[src/rtl/pra_pkg.sv]
package pra_pkg;
  typedef enum logic {
    MODE_ROTATE = 1'b0,
    MODE_ALL    = 1'b1
  } pra_mode_e;
endpackage

[src/rtl/pra_timer.sv]
module pra_timer #(
  parameter int PERIOD_CYC = 40
) (
  input  logic clk,
  input  logic rst,
  input  logic restart,
  output logic tick
);
  localparam int CW = (PERIOD_CYC > 1) ? $clog2(PERIOD_CYC) : 1;
  localparam logic [CW-1:0] LAST = CW'(PERIOD_CYC - 1);

  logic [CW-1:0] cnt;

  assign tick = (cnt == LAST);

  always_ff @(posedge clk) begin
    if (rst || restart || tick) cnt <= '0;
    else                        cnt <= cnt + CW'(1);
  end
endmodule

[src/rtl/pra_ring.sv]
module pra_ring #(
  parameter int NUM_PH = 3
) (
  input  logic              clk,
  input  logic              rst,
  input  logic              advance,
  output logic [NUM_PH-1:0] tok
);
  for (genvar i = 0; i < NUM_PH; i++) begin : g_stage
    localparam int PREV = (i + NUM_PH - 1) % NUM_PH;
    always_ff @(posedge clk) begin
      if (rst)          tok[i] <= (i == 0);
      else if (advance) tok[i] <= tok[PREV];
    end
  end
endmodule

[src/rtl/pra_issue.sv]
module pra_issue #(
  parameter int NUM_PH = 3
) (
  input  logic              clk,
  input  logic              rst,
  input  logic              fire,
  input  pra_pkg::pra_mode_e mode,
  input  logic [NUM_PH-1:0] tok,
  output logic [NUM_PH-1:0] start_req
);
  for (genvar i = 0; i < NUM_PH; i++) begin : g_req
    always_ff @(posedge clk) begin
      if (rst) start_req[i] <= 1'b0;
      else     start_req[i] <= fire && ((mode == pra_pkg::MODE_ALL) || tok[i]);
    end
  end
endmodule

[src/rtl/phase_ring_activator.sv]
module phase_ring_activator #(
  parameter int NUM_PH     = 3,
  parameter int PERIOD_CYC = 40
) (
  input  logic              clk,
  input  logic              rst,
  input  logic              uv_low,
  input  logic              high_load,
  output logic [NUM_PH-1:0] start_req,
  output logic              all_phase_mode
);
  import pra_pkg::*;

  pra_mode_e         mode_q;
  logic              fired_q;
  logic              tick;
  logic              mode_chg;
  logic              fire;
  logic              advance;
  logic [NUM_PH-1:0] tok;

  assign mode_chg = (high_load != (mode_q == MODE_ALL));
  assign fire     = uv_low && !fired_q && !tick && !mode_chg;
  assign advance  = mode_chg ? (mode_q == MODE_ALL)
                             : (tick && (mode_q == MODE_ROTATE));

  always_ff @(posedge clk) begin
    if (rst) begin
      mode_q  <= MODE_ROTATE;
      fired_q <= 1'b0;
    end else begin
      mode_q  <= high_load ? MODE_ALL : MODE_ROTATE;
      fired_q <= (tick || mode_chg) ? 1'b0 : (fired_q || fire);
    end
  end

  assign all_phase_mode = (mode_q == MODE_ALL);

  pra_timer #(.PERIOD_CYC(PERIOD_CYC)) u_timer (
    .clk(clk), .rst(rst), .restart(mode_chg), .tick(tick)
  );

  pra_ring #(.NUM_PH(NUM_PH)) u_ring (
    .clk(clk), .rst(rst), .advance(advance), .tok(tok)
  );

  pra_issue #(.NUM_PH(NUM_PH)) u_issue (
    .clk(clk), .rst(rst), .fire(fire), .mode(mode_q), .tok(tok),
    .start_req(start_req)
  );
endmodule

[config.mk]
export PLATFORM = sky130hd
export DESIGN_NAME = phase_ring_activator
export DESIGN_NICKNAME = d
export VERILOG_FILES = /design/src/rtl/pra_pkg.sv /design/src/rtl/pra_timer.sv /design/src/rtl/pra_ring.sv /design/src/rtl/pra_issue.sv /design/src/rtl/phase_ring_activator.sv
export SDC_FILE = /design/constraint.sdc
export NUM_CORES = 1
export LEC_CHECK = 0
export BUFFER_PORTS_ARGS = -buffer_cell sky130_fd_sc_hd__buf_2
export CAP_MARGIN = 20
export CORE_AREA = 3 3 40 42
export CTS_CLUSTER_SIZE = 16
export DETAILED_ROUTE_END_ITERATION = 16
export DIE_AREA = 0 0 43 45
export GPL_TIMING_DRIVEN = 0
export PLACE_DENSITY = 0.63
export SYNTH_ARGS = -nofsm -noshare
export SYNTH_HDL_FRONTEND = slang
export SYNTH_SLANG_ARGS = --single-unit
[constraint.sdc]
create_clock -name clk -period 2.9 [get_ports clk]
set_input_delay 0 -clock clk [delete_from_list [all_inputs] [get_ports clk]]
set_output_delay 0 -clock clk [all_outputs]
set_load 0.1 [all_outputs]
After elaboration in Yosys (flattened, before gate mapping)

Index checks and enable logic that the tools add are counted.

Input bits: 4
Register bits after elaboration: 14
Logic and storage cells: 33
Output and inout bits: 4

Multiplexer cells: 2
Bitwise operators: 1
Reductions and logical operators: 18
Add/subtract/negate cells: 1
Eq/ne operators: 2

Operators by type and width:

| cell                                                           | count |
|---|---|
| 1-bit logical AND                                              | 7 |
| 1-bit logical OR                                               | 7 |
| 6-bit by 1-bit adder with 6-bit output (second input constant) | 1 |
| 6-bit equality test (second input constant)                    | 1 |
| 1-bit logical NOT                                              | 3 |
| 1-bit 2-to-1 mux                                               | 2 |
| 2-bit OR reduction                                             | 1 |
| 1-bit != test                                                  | 1 |
| 1-bit NOT                                                      | 1 |

Depth between registers and ports, before layout

Gate-level depths: netlist of the first run.

Depth in word-level cells: 5
Depth in mapped cells: 4

Hierarchy

A second synthesis of the first run with hierarchy kept.

Cell total of the unflattened synthesis: 54
Area total of the unflattened synthesis: 539.3 um^2

Modules (own cells, without submodules):

| module               | area an instance (um^2) | instances | seq. area each (um^2) | cells an instance |
|---|---|---|---|---|
| pra_timer            | 246.5                   | 1         | 120.1                 | 26 |
| pra_ring             | 102.6                   | 1         | 60.1                  | 9 |
| pra_issue            | 96.3                    | 1         | 60.1                  | 10 |
| phase_ring_activator | 93.8                    | 1         | 40.0                  | 9 |

Least setup slack after synthesis of the first run

Ideal clock, no wire load.

Path type: register -> register
Start: reg mode_q, in the netlist all_phase_mode
End: reg u_issue.start_req[0]
Stages on the path, launching flop included: 4
Setup slack: 1194 ps
Arrival: 1628 ps
Path through: dfxtp_1 -> xnor2_1 -> o211ai_2 -> nor3_1

Cells in the longest elaborated chain, start to end: 4

RTL lines:

| what                          | line                       | RTL |
|---|---|---|
| start, declared               | phase_ring_activator.sv:14 | `pra_mode_e mode_q;` |
| start signal, assigned        | phase_ring_activator.sv:32 | `mode_q <= high_load ? MODE_ALL : MODE_ROTATE;` |
| 1-bit != test                 | phase_ring_activator.sv:22 | `assign mode_chg = (high_load != (mode_q == MODE_ALL));` |
| 1-bit logical NOT             | phase_ring_activator.sv:23 | `assign fire = uv_low && !fired_q && !tick && !mode_chg;` |
| 1-bit logical AND             | phase_ring_activator.sv:23 |  |
| 1-bit logical AND *           | pra_issue.sv:14            | `else start_req[i] <= fire && ((mode == pra_pkg::MODE_ALL) \|\| tok[i]);` |
| end signal, assigned by index | pra_issue.sv:14            |  |
| end, declared                 | pra_issue.sv:9             | `output logic [NUM_PH-1:0] start_req` |

Mark *: on every way between the ends. The rest lies on a longest branch, timed or not.
A chain may end at the register's enable or synchronous reset.

Final worst setup path of the first run

Start: reg u_timer.cnt[0]
End: reg u_issue.start_req[2]

Cells in the longest elaborated chain, start to end: 5

RTL lines:

| what                            | line                       | RTL |
|---|---|---|
| start, declared                 | pra_timer.sv:12            | `logic [CW-1:0] cnt;` |
| start signal, assigned          | pra_timer.sv:18            | `else cnt <= cnt + CW'(1);` |
| 6-bit equality test             | pra_timer.sv:14            | `assign tick = (cnt == LAST);` |
| 1-bit logical NOT               | phase_ring_activator.sv:23 |  |
| 1-bit logical AND (2 in series) | phase_ring_activator.sv:23 |  |
| 1-bit logical AND               | pra_issue.sv:14            |  |

No other way between the ends.

==> summary.md, run 1 <==
| Metric | Value |
|---|---|
| Reg2Reg Launch Point | `u_timer.cnt[0]` |
| Gate power share | `0.112` |
| Worst slew margin | `0.677` |
| GRT Max-Usage Layer | `met2` |
| Crit. End Element | `flop` |
| Post-Layout Inst Area | `654 sq um` |
| GRT met2 Usage | `0.189` |
| GRT Total Usage | `0.114` |
| Die height | `45 um` |
| Psw | `0.0977 mW` |
| DRC Markers | `0` |
| Pwr per Cell Area | `590 nW/um^2` |
| Share of layout cells above drive strength 1 | `0.214` |
| GRT overflow | `0` |
| Crit share post-route | `0.466` |
| Pre-CTS WS | `1.57 ns` |
| WL/cell | `10.9 um` |
| Unrepaired setup endpoints after global routing | `false` |
| TritonCTS clock tree | `built` |
| Initial Util | `0.416` |
| Total core area | `1280 sq um` |
| Die Wd | `43 um` |
| Clk_lat worst skew | `0.28 ns` |
| YS warnings | `0` |
| Root Driver | `clkbuf_4` |
| Crit. Startpoint | `u_timer.cnt[0]` |
| Fin crit period | `1.35 ns` |
| HPWL after detailed placement | `660 um` |
| Clock slew at reported path FFs | `0.09 ns` |
| Xor/xnor share of the synthesized area | `0.0656` |
| Sum Neg Setup Slack | `0 ns` |
| CTS max path bufs | `2` |
| Pin count of the biggest net entering global routing | `9` |
| Simple-gate portion of the synthesized area | `0.239` |
| Share of Yosys cell area claimed by the top area cell type | `0.525` |
| R2r endpoint | `u_issue.start_req[2]` |
| Routed via count | `401` |
| Post-Route Utilization | `0.509` |
| CP Capture Point | `u_issue.start_req[2]` |
| CTS Buf Count | `3` |
| Post-CTS Setup Inserts | `0` |
| Syn nets | `61` |
| R2r setup slk | `1.55 ns` |
| PortBufs | `7` |
| Final slew viol count | `0` |
| 1st-iter DRT viols | `3` |
| Area Growth Syn to Fin | `22.5%` |
| Final hold viol count | `0` |
| Register area share after synthesis | `0.525` |
| H-tree depth | `1` |
| Syn Inst Count | `56` |
| Synth Area in Compound Gates | `0.0703` |
| Total Power | `0.386 mW` |
| Peak VDD IR | `276 uV` |
| WP data required | `3.06 ns` |
| RD Place Congestion | `0.723` |
| Number of global-route vias before repair | `390` |
| Sw Share | `0.253` |
| Post-Synth Adder-Cell Area | `0.0234` |
| Die ar. | `1940 sq um` |
| Initial antenna violation count | `0` |
| P_int | `0.289 mW` |
| First-pass GRT wire length | `1.61 mm` |
| Area after DPL | `588 sq um` |
| Vias per cell | `4.72` |
| Worst Hold Class | `in -> reg` |
| Yosys cell types | `19` |
| Worst-margin pin slew | `0.489 ns` |
| Met1 GRT Util | `0.132` |
| Syn Area/Cell | `9.54 sq um` |
| Mapped cell area | `534 sq um` |
| R2R cell count | `4` |
| Number of synthesized register bits | `14` |
| Largest family of logic cells by synthesized area | `simple AND/OR/NAND/NOR gates` |
| Crit path DAT | `1.51 ns` |
| F_max | `740 MHz` |
| Clock sinks | `14` |
| Worst hold start | `high_load` |
| Cell taking the most area after synthesis | `dfxtp_1` |
| Status | `completed` |
| Crit-path max FO | `8` |
| Leak | `0.272 nW` |
| Layout Skew | `0.00386 ns` |
| # IOs | `8` |
| Rows | `13` |
| Met3 usage | `0.0279` |
| Share of total power in sequential cells | `0.527` |
| Clock share of power | `0.361` |
| Endpoints failing setup | `0` |
| Setup CP Type | `reg -> reg` |
| Mux cell area share after synthesis | `0.0562` |
| Max-cap viol count | `0` |
| Ant. Diodes | `0` |
| Fin worst setup slack | `1.55 ns` |
| Final WL | `923 um` |
| Layout Nets | `76` |
| Startpoint types | `flop` |
| TritonRoute pass-1 iters | `2` |
| Final ANT Viol Nets | `0` |
| Top cells by area, synth | `dfxtp_1 (52%), nor2_1 (9.1%), mux2i_1 (5.6%), nand2_1 (3.5%), xnor2_1 (3.3%)` |
[worst min-delay path by stage]
stage	depth (start not counted)	slack (ns)	end
2_1_floorplan	1	0.07	all_phase_mode
6_report	4	0.11	u_timer.cnt[2]
3_3_place_gp	2	0.20	all_phase_mode
5_1_grt	4	0.12	u_timer.cnt[2]
4_1_cts	4	0.1	u_timer.cnt[2]
3_5_place_dp	2	0.20	all_phase_mode
[sequential cells by signal, summed over array words and instances, names as in the netlist]
register and count:
u_timer.cnt 6, u_issue.start_req 3, u_ring.tok 3, all_phase_mode 1
fired_q 1
[timing repair]
action                                 CTS  global route
endpoints found under the hold margin    2             0
hold buffers                             3             0
resized for setup                        0             0
setup endpoints to repair                0             0
[cell families after synthesis]
family	Yosys count
multiplexers	3
XOR/XNOR	4
buffers and inverters	3
AND/OR/NAND/NOR	27
adder cells (fa/ha/maj)	1
flip-flops	14
AO/OA/AOI/OAI	4
[cell usage after synthesis]
cell	count
nand3_1	1
nor4b_1	1
xnor2_1	2
or3_1	1
inv_1	3
o211ai_2	1
a32o_2	1
nand2b_1	1
mux2i_1	3
nand2_1	5
nor2_1	13
xor2_1	2
a21oi_2	1
ha_1	1
nand4b_1	1
dfxtp_1	14
nand3_2	1
nor3_1	3
o21ai_0	1
[power groups by stage]
| stage | Combinational (mW) | Sequential (mW) | Clock, mW |
|---|---|---|---|
| floorplan | 0.0166 | 0.223 | 0 |
| global placement | 0.0397 | 0.208 | 0 |
| detailed placement | 0.0401 | 0.208 | 0 |
| CTS | 0.0432 | 0.204 | 0.143 |
| global route | 0.0470 | 0.205 | 0.154 |
| finish | 0.0433 | 0.204 | 0.139 |
[stage by stage]
stage	hold slack, ns	instances
2_1_floorplan	0.0667	56
3_3_place_gp	0.199	78
3_5_place_dp	0.200	78
4_1_cts	0.0987	85
5_1_grt	0.124	85
6_report	0.107	85
[worst max-delay path: stages (launching register included)]
cell      delay, ns
dfxtp_1        0.37
ha_1           0.26
nand4b_1       0.13
o211ai_2       0.36
nor3_1         0.11
[cell type report]
cell class                      count  area [sq um]
Fill cell                         117           631
Sequential cell                    14           280
Multi-Input combinational cell     39           243
Timing Repair Buffer               10          65.1
Clock buffer                        4          36.3
Tap cell                           15          18.8
Inverter                            3          11.3
[metal layers]
metal  vias up  part of all wire
li1        221                 -
met1       174              0.49
met2         6              0.46
met3         0             0.043
met4         0                 0
met5         -                 0
[layout by cell type, fill, tap and decap left out]
cell,Yosys,final
a21oi_2,1,1
a32o_2,1,1
buf_2,0,7
clkbuf_4,0,3
clkbuf_8,0,1
dfxtp_1,14,14
dlygate4sd3_1,0,3
ha_1,1,1
inv_1,3,3
mux2i_1,3,3
nand2_1,5,5
nand2b_1,1,1
nand3_1,1,1
nand3_2,1,1
nand4b_1,1,1
nor2_1,13,13
nor3_1,3,3
nor4b_1,1,1
o211ai_2,1,1
o21ai_0,1,1
or3_1,1,1
xnor2_1,2,2
xor2_1,2,2
Note: power is estimated with default switching activity, not from simulation.
==> run 2, diff against run 1 <==
Clock period 2.9 ns to 1.4 ns, I/O delays scaled along.
==> summary.md, run 2 (same netlist as run 1, synthesis figures left out) <==
| Metric | Value |
|---|---|
| RD Place Congestion | `0.745 (+3.0%)` |
| Fin crit period | `1.30 ns (-0.0556 ns)` |
| CTS Buf Count | `3 (unchanged)` |
| Fin worst setup slack | `0.104 ns (-1.44 ns)` |
| Clock share of power | `0.361 (about the same)` |
| Total Power | `0.807 mW (+110%)` |
| Rows | `13 (unchanged)` |
| Routed via count | `406 (+1.2%)` |
| Area Growth Syn to Fin | `25.1%` |
| Pin count of the biggest net entering global routing | `9 (unchanged)` |
| Share of layout cells above drive strength 1 | `0.257 (+0.0429)` |
| WP data required | `1.56 ns (-1.50 ns)` |
| Worst slew margin | `0.679 (+0.00208)` |
| Crit-path max FO | `8 (unchanged)` |
| # IOs | `8 (unchanged)` |
| Clock slew at reported path FFs | `0.09 ns (about the same)` |
| Top reg by flops | `u_timer.cnt` |
| Clk_lat worst skew | `0.28 ns (about the same)` |
| Status | `completed` |
| TritonCTS clock tree | `built` |
| H-tree depth | `1 (unchanged)` |
| Area after DPL | `589 sq um (+0.21%)` |
| Number of global-route vias before repair | `378 (-3.1%)` |
| Peak VDD IR | `423 uV (+53%)` |
| Most common cell after layout, fill and taps aside | `nor2_1` |
| Pwr per Cell Area | `1210 nW/um^2 (+100%)` |
| Crit share post-route | `0.926 (+0.460)` |
| F_max | `772 MHz (+4.3%)` |
| Layout Nets | `76 (unchanged)` |
| Root Driver | `clkbuf_4` |
| Pre-CTS WS | `0.0531 ns (-1.52 ns)` |
| Die ar. | `1940 sq um (unchanged)` |
| 1st-iter DRT viols | `6 (+3)` |
| Sw Share | `0.256 (+0.00281)` |
| Worst Hold Class | `in -> reg` |
| Crit. End Element | `flop` |
| Worst-margin pin slew | `0.485 ns (-0.00314 ns)` |
| Number of flip-flops under the largest register name | `6 (unchanged)` |
| Layout Skew | `0.00727 ns (+0.00341 ns)` |
| TritonRoute pass-1 iters | `4 (+2)` |
| Share of total power in sequential cells | `0.524 (-0.003)` |
| Final ANT Viol Nets | `0 (unchanged)` |
| Initial Util | `0.416 (unchanged)` |
| GRT overflow | `0 (unchanged)` |
| Top flop regs | `u_timer.cnt x6, u_issue.start_req x3, u_ring.tok x3` |
| Post-Layout Inst Area | `668 sq um (+2.1%)` |
| Vias per cell | `4.78 (+1.2%)` |
| GRT Total Usage | `0.112 (-0.00167)` |
| DRC Markers | `0 (unchanged)` |
| Setup CP Type | `reg -> reg` |
| PortBufs | `7 (unchanged)` |
| Final slew viol count | `0 (unchanged)` |
| Unrepaired setup endpoints after global routing | `false` |
| Die Wd | `43 um (unchanged)` |
| Endpoints failing setup | `0 (unchanged)` |
| Psw | `0.206 mW (+110%)` |
| WL/cell | `10.6 um (-2.5%)` |
| Sum Neg Setup Slack | `0 ns (unchanged)` |
| Final WL | `900 um (-2.5%)` |
| Max-cap viol count | `0 (unchanged)` |
| Clock sinks | `14 (unchanged)` |
| Initial antenna violation count | `0 (unchanged)` |
| HPWL after detailed placement | `650 um (-1.5%)` |
| Total core area | `1280 sq um (unchanged)` |
| Crit path DAT | `1.46 ns (-0.05 ns)` |
| Most frequent cells in the layout | `nor2_1 (13), dfxtp_1 (12), buf_2 (7), nand2_1 (5)` |
| Gate power share | `0.115 (+0.003)` |
| R2r setup slk | `0.10 ns (-1.44 ns)` |
| Leak | `0.270 nW (-1.0%)` |
| Post-Route Utilization | `0.520 (+0.0107)` |
| P_int | `0.601 mW (+110%)` |
| Die height | `45 um (unchanged)` |
| First-pass GRT wire length | `1.53 mm (-5.1%)` |
| Ant. Diodes | `0 (unchanged)` |
| Final hold viol count | `0 (unchanged)` |
| CTS max path bufs | `2 (unchanged)` |
| Startpoint types | `flop` |
==> run 2: cell count changes in the layout (fill, tap and decap cells not counted) <==
| cell | previous run | this run |
|---|---|---|
| dfxtp_1 | 14 | 12 |
| o211ai_4 | 0 | 1 |
| o211ai_2 | 1 | 0 |
| dfxtp_2 | 0 | 2 |
| ha_1 | 1 | 0 |
| ha_2 | 0 | 1 |
==> run 2: worst paths after layout <==
kind                                     start                   end  cells after the start
worst max register to register  u_timer.cnt[1]  u_issue.start_req[1]                      4
worst min-delay path                 high_load        u_timer.cnt[4]                      4
worst max-delay path            u_timer.cnt[1]  u_issue.start_req[1]                      4
worst min register to register  u_timer.cnt[0]        u_timer.cnt[0]                      1
==> run 2: power groups by stage <==
stage / sequential [mW] / clock (mW) / combinational, mW
finish: 0.423 / 0.292 / 0.0929
global route: 0.425 / 0.318 / 0.102
CTS: 0.422 / 0.301 / 0.0898
detailed placement: 0.432 / 0 / 0.0831
global placement: 0.431 / 0 / 0.0823
floorplan: 0.462 / 0 / 0.0342
==> run 2: per-stage QoR <==
step	hold WS, ns	std cells
2_1_floorplan	0.0593	56
3_3_place_gp	0.192	78
3_5_place_dp	0.191	78
4_1_cts	0.0887	85
5_1_grt	0.160	85
6_report	0.139	85
==> run 2: routing by layer <==
| metal | global-route usage | wire [um] | vias to the layer above | share of wire |
|---|---|---|---|---|
| met1 | 0.125 | 437 | 178 | 0.49 |
| met4 | 0.127 | 39 | 0 | 0.043 |
| met5 | 0 | 0 | - | 0 |
| met3 | 0.0279 | 35 | 5 | 0.039 |
| li1 | - | - | 216 | - |
| met2 | 0.165 | 387 | 7 | 0.43 |
==> run 2: repair_timing <==
item	CTS	global route
hold buffers	3	0
setup buffers	0	0
endpoints found under the hold margin	2	0
setup endpoints to repair	0	7
resized for setup	0	3
==> run 2: area by class of cell <==
cell class	count	area (sq um)
multi-input cells	39	254
fillers	122	617
flip-flops and latches	14	283
repair buffers	10	65.1
well taps	15	18.8
inverters	3	11.3
clock buffers	4	36.3
==> run 2: critical path, stage by stage, from the launching register on <==
cell,delay [ns]
dfxtp_1,0.35
ha_2,0.23
nand4b_1,0.16
o211ai_4,0.33
nor3_1,0.10
==> run 3, diff against run 2 <==
Settings changed: CORE_AREA 3 3 40 42 to unset, CORE_MARGIN set to 3, CORE_UTILIZATION set to 40, DIE_AREA 0 0 43 45 to unset, PLACE_DENSITY 0.63 to unset.
==> summary.md, run 3 (same netlist as run 1, synthesis figures left out) <==
| Metric | Value |
|---|---|
| Status | `completed` |
| Worst hold start | `high_load` |
| Clk_lat worst skew | `0.27 ns (about the same)` |
| Total core area | `1170 sq um (-8.9%)` |
| Slowest-stage cell, CP | `dfxtp_1` |
| Layout Skew | `0.00389 ns (-0.00338 ns)` |
| Number of global-route vias before repair | `358 (-5.3%)` |
| Share of layout cells above drive strength 1 | `0.257 (unchanged)` |
| Top reg by flops | `u_timer.cnt` |
| Crit share post-route | `0.911 (-0.0145)` |
| Clock sinks | `14 (unchanged)` |
| TritonCTS clock tree | `built` |
| PortBufs | `7 (unchanged)` |
| GRT met2 Usage | `0.158 (-0.00662)` |
| HPWL after detailed placement | `634 um (-2.5%)` |
| Unrepaired setup endpoints after global routing | `false` |
| H-tree depth | `1 (unchanged)` |
| Crit-path max FO | `8 (unchanged)` |
| Worst Hold Path EP | `u_timer.cnt[2]` |
| Crit. End Element | `flop` |
| Top flop regs | `u_timer.cnt x6, u_issue.start_req x3, u_ring.tok x3` |
| WP data required | `1.55 ns (about the same)` |
| TritonRoute pass-1 iters | `2 (-2)` |
| Die height | `42.5 um (-5.5%)` |
| Pin count of the biggest net entering global routing | `9 (unchanged)` |
| Total Power | `0.795 mW (-1.5%)` |
| Leak | `0.270 nW (unchanged)` |
| Ant. Diodes | `0 (unchanged)` |
| CTS Buf Count | `3 (unchanged)` |
| Psw | `0.195 mW (-5.5%)` |
| First-pass GRT wire length | `1.48 mm (-3.1%)` |
| Endpoints failing setup | `0 (unchanged)` |
| Initial antenna violation count | `0 (unchanged)` |
| Startpoint types | `flop` |
| Hold depth | `4 (unchanged)` |
| P_int | `0.600 mW (about the same)` |
| R2r setup slk | `0.12 ns (+0.02 ns)` |
| Met1 GRT Util | `0.137 (+0.0123)` |
| CTS max path bufs | `2 (unchanged)` |
| Reg2Reg Launch Point | `u_timer.cnt[1]` |
| Gate power share | `0.116 (about the same)` |
| Worst hold slack | `0.140 ns (+0.00108 ns)` |
| Placed cell count | `77 (-1.3%)` |
| Met3 usage | `0.0644 (+0.0365)` |
| Max-cap viol count | `0 (unchanged)` |
| Clock slew at reported path FFs | `0.08 ns (about the same)` |
| Worst slew margin | `0.679 (+0.000836)` |
| Pwr per Cell Area | `1190 nW/um^2 (-1.3%)` |
| RD Place Congestion | `0.695 (-6.7%)` |
| Post-Route Utilization | `0.569 (+0.0495)` |
| Crit path max-delay family | `flip-flops` |
| Setup CP Type | `reg -> reg` |
| Rows | `12 (-1)` |
| Final ANT Viol Nets | `0 (unchanged)` |
| R2R cell count | `4 (unchanged)` |
| CP Buf/Inv Count | `0 (unchanged)` |
| F_max | `784 MHz (+1.6%)` |
| GRT Total Usage | `0.108 (-0.00424)` |
| Most frequent cells in the layout | `nor2_1 (13), dfxtp_1 (12), buf_2 (7), nand2_1 (5)` |
| DRC Markers | `0 (unchanged)` |
| Finished Layout Cells | `84 (-1.2%)` |
| R2r endpoint | `u_issue.start_req[2]` |
| Die ar. | `1810 sq um (-6.5%)` |
| Sw Share | `0.245 (-0.0105)` |
| Vias per cell | `4.79 (+0.19%)` |
| Final hold viol count | `0 (unchanged)` |
| Worst-margin pin slew | `0.484 ns (-0.00126 ns)` |
| Routed via count | `402 (-0.99%)` |
| Number of flip-flops under the largest register name | `6 (unchanged)` |
| Slowest stage delay, CP | `0.35 ns (about the same)` |
| Layout Nets | `76 (unchanged)` |
| Most common cell after layout, fill and taps aside | `nor2_1` |
| Sum Neg Setup Slack | `0 ns (unchanged)` |
| WL/cell | `10.3 um (-3.2%)` |
| Final WL | `861 um (-4.3%)` |
| Root Driver | `clkbuf_4` |
| Die Wd | `42.5 um (-1.1%)` |
| # IOs | `8 (unchanged)` |
| Clock share of power | `0.352 (-0.009)` |
| Post-CTS Setup Inserts | `0 (unchanged)` |
| 1st-iter DRT viols | `6 (unchanged)` |
| Share of total power in sequential cells | `0.532 (+0.008)` |
| Area Growth Syn to Fin | `24.8%` |
| Initial Util | `0.456 (+0.0404)` |
| GRT overflow | `0 (unchanged)` |
| GRT Max-Usage Layer | `met2` |
| Worst Hold Class | `in -> reg` |
| Final slew viol count | `0 (unchanged)` |
| Fin crit period | `1.28 ns (-0.0203 ns)` |
| Peak VDD IR | `700 uV (+65%)` |
| Crit path DAT | `1.43 ns (-0.03 ns)` |
| Worst-path cell chain | `ha_2, nand4b_1, o211ai_4, nor3_1` |
## run 3: cell counts in the layout (fill, tap and decap cells not counted)
No cell type changed its count.
## run 3: stage by stage
step           cell area, sq um  worst slack [ns]
2_1_floorplan               536            0.0459
3_3_place_gp                588            0.0511
3_5_place_dp                588            0.0601
4_1_cts                     654            0.0461
5_1_grt                     667            0.0286
6_report                    667             0.124
## run 3: what timing repair did
item / in CTS / in global routing
hold endpoints to repair: 2 / 0
resized for setup: 0 / 3
endpoints found under the setup margin: 0 / 7
hold buffers: 3 / 0
## run 3: power groups by stage
stage	Combinational, mW	Clock [mW]	Sequential (mW)
2_1_floorplan	0.0342	0	0.462
3_3_place_gp	0.0829	0	0.431
3_5_place_dp	0.0837	0	0.431
4_1_cts	0.0898	0.293	0.422
5_1_grt	0.101	0.311	0.425
6_report	0.0925	0.280	0.423
## run 3: worst reg2reg max path, stage by stage (launching register included)
cell	delay (ns)
dfxtp_1	0.35
ha_2	0.23
nand4b_1	0.15
o211ai_4	0.32
nor3_1	0.10
## run 3: how the worst max path moves through the flow
| stage | start | end | slack [ns] | depth (start not counted) |
|---|---|---|---|---|
| 6_report | u_timer.cnt[1] | u_issue.start_req[2] | 0.12 | 4 |
| 3_3_place_gp | u_timer.cnt[0] | u_issue.start_req[2] | 0.05 | 4 |
| 3_5_place_dp | u_timer.cnt[0] | u_issue.start_req[0] | 0.06 | 4 |
| 5_1_grt | u_timer.cnt[0] | u_issue.start_req[2] | 0.03 | 4 |
| 4_1_cts | u_timer.cnt[0] | u_issue.start_req[0] | 0.05 | 4 |
| 2_1_floorplan | all_phase_mode | u_issue.start_req[0] | 0.05 | 3 |
## run 3: final cells by class
class | count | area [sq um]
Fill cell | 112 | 504
Tap cell | 14 | 17.5
Clock buffer | 4 | 36.3
Sequential cell | 14 | 283
Multi-Input combinational cell | 39 | 254
Timing Repair Buffer | 10 | 65.1
Inverter | 3 | 11.3
## run 3: metal layers
layer	routed length, um	part of all wire
met5	0	0
met3	56	0.065
met1	433	0.50
met4	0	0
met2	371	0.43
